**src/rtl/dma_req_ctrl.sv**
```systemverilog
module dma_req_ctrl #(
  parameter int NUM_EP = 5
) (
  input  logic              clk,
  input  logic              rst_n,
  input  logic              reg_we,
  input  logic [15:0]       reg_wdata,
  output logic [15:0]       reg_rdata,
  input  logic [NUM_EP-1:0] ep_ready,
  input  logic              dack,
  output logic              dreq,
  output logic              sel_err
);
  localparam int MODE_BIT = 15;
  localparam int EN_BIT   = 8;

  logic       mode_q, en_q, dk1_q, dk2_q, blk_q;
  logic [3:0] ep_q;
  logic       sel_rdy, abort, lock, hold, dreq_nxt;

  always_comb begin
    sel_rdy = 1'b0;
    for (int i = 0; i < NUM_EP; i++)
      if (ep_q == 4'(i + 1)) sel_rdy = ep_ready[i];
  end

  assign abort    = reg_we & ~reg_wdata[EN_BIT];
  assign lock     = reg_we & dreq & (reg_wdata[3:0] != ep_q);
  assign hold     = ~dk2_q & (dreq | blk_q);
  assign dreq_nxt = en_q & sel_rdy & (~mode_q | dk2_q) & ~hold & ~abort;

  assign reg_rdata = {mode_q, 6'b0, en_q, 4'b0, ep_q};

  always_ff @(posedge clk or negedge rst_n) begin
    if (!rst_n) begin
      mode_q  <= 1'b0;
      en_q    <= 1'b0;
      ep_q    <= 4'd0;
      sel_err <= 1'b0;
    end else if (reg_we) begin
      mode_q <= reg_wdata[MODE_BIT];
      en_q   <= reg_wdata[EN_BIT];
      if (lock) sel_err <= 1'b1;
      else      ep_q    <= reg_wdata[3:0];
    end
  end

  always_ff @(posedge clk or negedge rst_n) begin
    if (!rst_n) begin
      dk1_q <= 1'b0;
      dk2_q <= 1'b0;
      blk_q <= 1'b0;
      dreq  <= 1'b0;
    end else begin
      dk1_q <= dack;
      dk2_q <= dk1_q;
      blk_q <= hold;
      dreq  <= dreq_nxt;
    end
  end
endmodule

```
**config.mk**
```make
export PLATFORM = sky130hd
export DESIGN_NAME = dma_req_ctrl
export DESIGN_NICKNAME = d
export VERILOG_FILES = /design/src/rtl/dma_req_ctrl.sv
export SDC_FILE = /design/constraint.sdc
export NUM_CORES = 1
export LEC_CHECK = 0
export BUFFER_PORTS_ARGS = -buffer_cell sky130_fd_sc_hd__buf_2
export CAP_MARGIN = 20
export CORE_MARGIN = 2
export CORE_UTILIZATION = 35
export DETAILED_ROUTE_END_ITERATION = 10
export PLACE_DENSITY_LB_ADDON = 0.15
export SLEW_MARGIN = 20
export SYNTH_ARGS = -nofsm -noshare
export SYNTH_HDL_FRONTEND = slang
export SYNTH_SLANG_ARGS = --single-unit
```
**constraint.sdc**
```tcl
create_clock -name clk -period 1.1 [get_ports clk]
set_input_delay 0.22 -clock clk [delete_from_list [all_inputs] [get_ports clk]]
set_output_delay 0.22 -clock clk [all_outputs]
set_load 0.1 [all_outputs]
```
==> out/metrics.yaml <==
status:
  outcome: "finished, violations left"
  violations: "negative setup slack"
critical_path:
  end_kind: "output pin"
  crit_arrival_ps: 1130
  cp_max_fo: 2
  cp.required_ps: 880
  worst_path_largest_cell_delay_ps: 480
  crit_path_frequent_cell: "buf_6"
  cp_slowest_cell: "dfrtp_4"
  cp-start-kind: "flip-flop"
  worstPathCellList: "buf_6, buf_6, buf_12"
  path_class: "reg2out"
floorplan:
  num_rows: 14
  core-area_mm2: 0.00154
  die-width_um: 45.1
  start_util_pct: 38.3
  die_h_um: 45.1
  dieArea_mm2: 0.00203
  io_pins: 43
sta:
  finClkSkew_ps: 3.50
  grt_setup_unrepaired: "yes"
  drv_slew: 0
  whs_ps: 53.3
  worst_slack_ps: -248
  period_needed_ps: 1350
  fmax_mhz: 742
  setup_viol: 13
  period_share_pct: 123
  hold_viol: 0
job:
  maxCapViolations: 0
finish:
  drive_above_1_share_pct: 65.5
  seq_area_um2: 295
  final_core_util_pct: 65.7
  finalNetCount: 113
  antenna_cells: 0
  instances_no_fill: 103
  area_growth_pct: 71.6
  multi_input_area_um2: 293
  fin_area_mm2: 0.00101
  fillCellCount: 107
clock_tree:
  clk_pin_slew_ps: 70
  cts-root-buf: "clkbuf_4"
  cts.sinks: 11
  cts_tree: "yes"
  clk_latency_ps: 270
  clk_path_buf_depth: 2
  cts_buffers: 3
  cts.htree.levels: 1
place:
  post-place-ws_ps: -114
  io_buffers: 22
  dp.cells: 92
  dp_hpwl_um: 887
  place_area_um2: 866
  place.gp.congestion: 0.684
power_and_ir_drop:
  powerDensity_mw_per_mm2: 1840
  ir_drop_mv: 0.919
  p_leak_nw: 0.475
logic_synthesis:
  yosys_register_bits: 11
  synth_top_area_share_pct: 46.6
  synthTopCellsByArea: "dfrtp_1 (47%), buf_4 (15%), mux2_1 (7.6%), xnor2_1 (5.9%), mux2_2 (3.8%)"
  ys.flop_type: "dfrtp_1"
  synth_edf_count: 0
  synth_area_um2: 591
  netlist_instances: 49
  async_reset_ff_share_pct: 100
  yosysUniqueCellTypes: 18
  yosysWarnings: 0
  yosysMostFrequentCell: "buf_4"
  synth_commonest_cells: "buf_4 (12), dfrtp_1 (11), mux2_1 (4), xnor2_1 (4)"
  yosys.area.top_type: "dfrtp_1"
  synth_area_per_cell_um2: 12.1
  yosysSeqAreaShare_pct: 46.6
routing:
  dr.pass1.iters: 2
  wirelength_um: 1150
  ant_nets: 0
  vias: 467
  viasPerCell: 4.53
  drtIter0Drc: 2
  drc: 0
  wl_per_cell_um: 11.1
global_routing:
  grt_pass1_vias: 491
  grt_max_degree: 12
  grt_first_pass_wirelength_um: 2090
  grt_antenna_before_repair: 0
  grt-ovfl-total: 0
  grt_usage_pct: 15.3
hold_path:
  hold_path.class: "in2reg"
[stage by stage]
step	power (W)	setup TNS, ps
global route	0.00195	-2360
floorplan	0.00118	-1300
CTS	0.00188	-1900
global placement	0.00148	-536
finish	0.00186	-1740
detailed placement	0.00149	-614
[report_power, final]
group	switching [W]	internal (W)
Combinational	0.000656	0.000407
Sequential	0.0000478	0.000477
Clock	0.000137	0.000141
[layer usage]
layer | up-vias | wire [µm] | GRT usage (%)
met3 | 4 | 92 | 7.60
met5 | - | 0 | 0
met4 | 0 | 19 | 7.06
met2 | 21 | 573 | 24.3
li1 | 221 | - | -
met1 | 221 | 461 | 17.0
[cell type report]
| cell class | instances | share of cell area (%) |
|---|---|---|
| flip-flops and latches | 11 | 29.1 |
| well taps | 16 | 1.98 |
| clock buffers | 4 | 2.59 |
| multi-input cells | 35 | 28.9 |
| repair buffers | 37 | 37.4 |
[cells by family (layout without fill, tap and decap cells)]
group                     Yosys count  in the layout  synth area share (%)
buffers and inverters              12             41                  15.3
DFF                                11             11                  46.6
and+or+nand+nor                     8              8                  9.11
muxes                               7              7                  13.1
AOI/OAI and AO/OA                   6              6                  9.32
xor gates and xnor gates            4              4                  5.93
other                               1             10                 0.635
[layout by cell type, fill, tap and decap left out, drive strengths merged, types with 2 or more instances in the layout]
cell type  netlist  final
mux2             6      6
o21a             2      2
nand2b           2      2
buf             12     36
conb             1     10
nor2             2      2
clkbuf           0      4
dfrtp           11     11
xnor2            4      4
nor2b            2      2
[final timing paths]
kind                       slack (ps)      endpoint  cells past startpoint  startpoint
max                              -250  reg_rdata[3]                      3     ep_q[3]
min                                50         dk1_q                      1        dack
max reg2reg                      -150       sel_err                      4     ep_q[0]
min reg2reg                       370         dk2_q                      0       dk1_q
max in group asynchronous         530       ep_q[1]                      2       rst_n
min in group asynchronous         340        mode_q                      2       rst_n
[worst max-delay path, delay by kind of cell (launching register included)]
family                 cells  cell delay, ps
buffers and inverters      3             380
DFF                        1             480
[flip-flops by register name (all words and copies together), names as in the netlist]
register	count
dk1_q	1
en_q	1
blk_q	1
dk2_q	1
dreq	1
sel_err	1
mode_q	1
ep_q	4
[repair_timing]
item,4_1_cts,5_1_grt
setup endpoints to repair,14,14
buffers inserted,6,0
gates cloned,0,0
pin swaps,3,1
hold buffers,1,0
resized for setup,15,1
hold endpoints to repair,11,0
No activity file was read; power rests on OpenSTA's default activity.
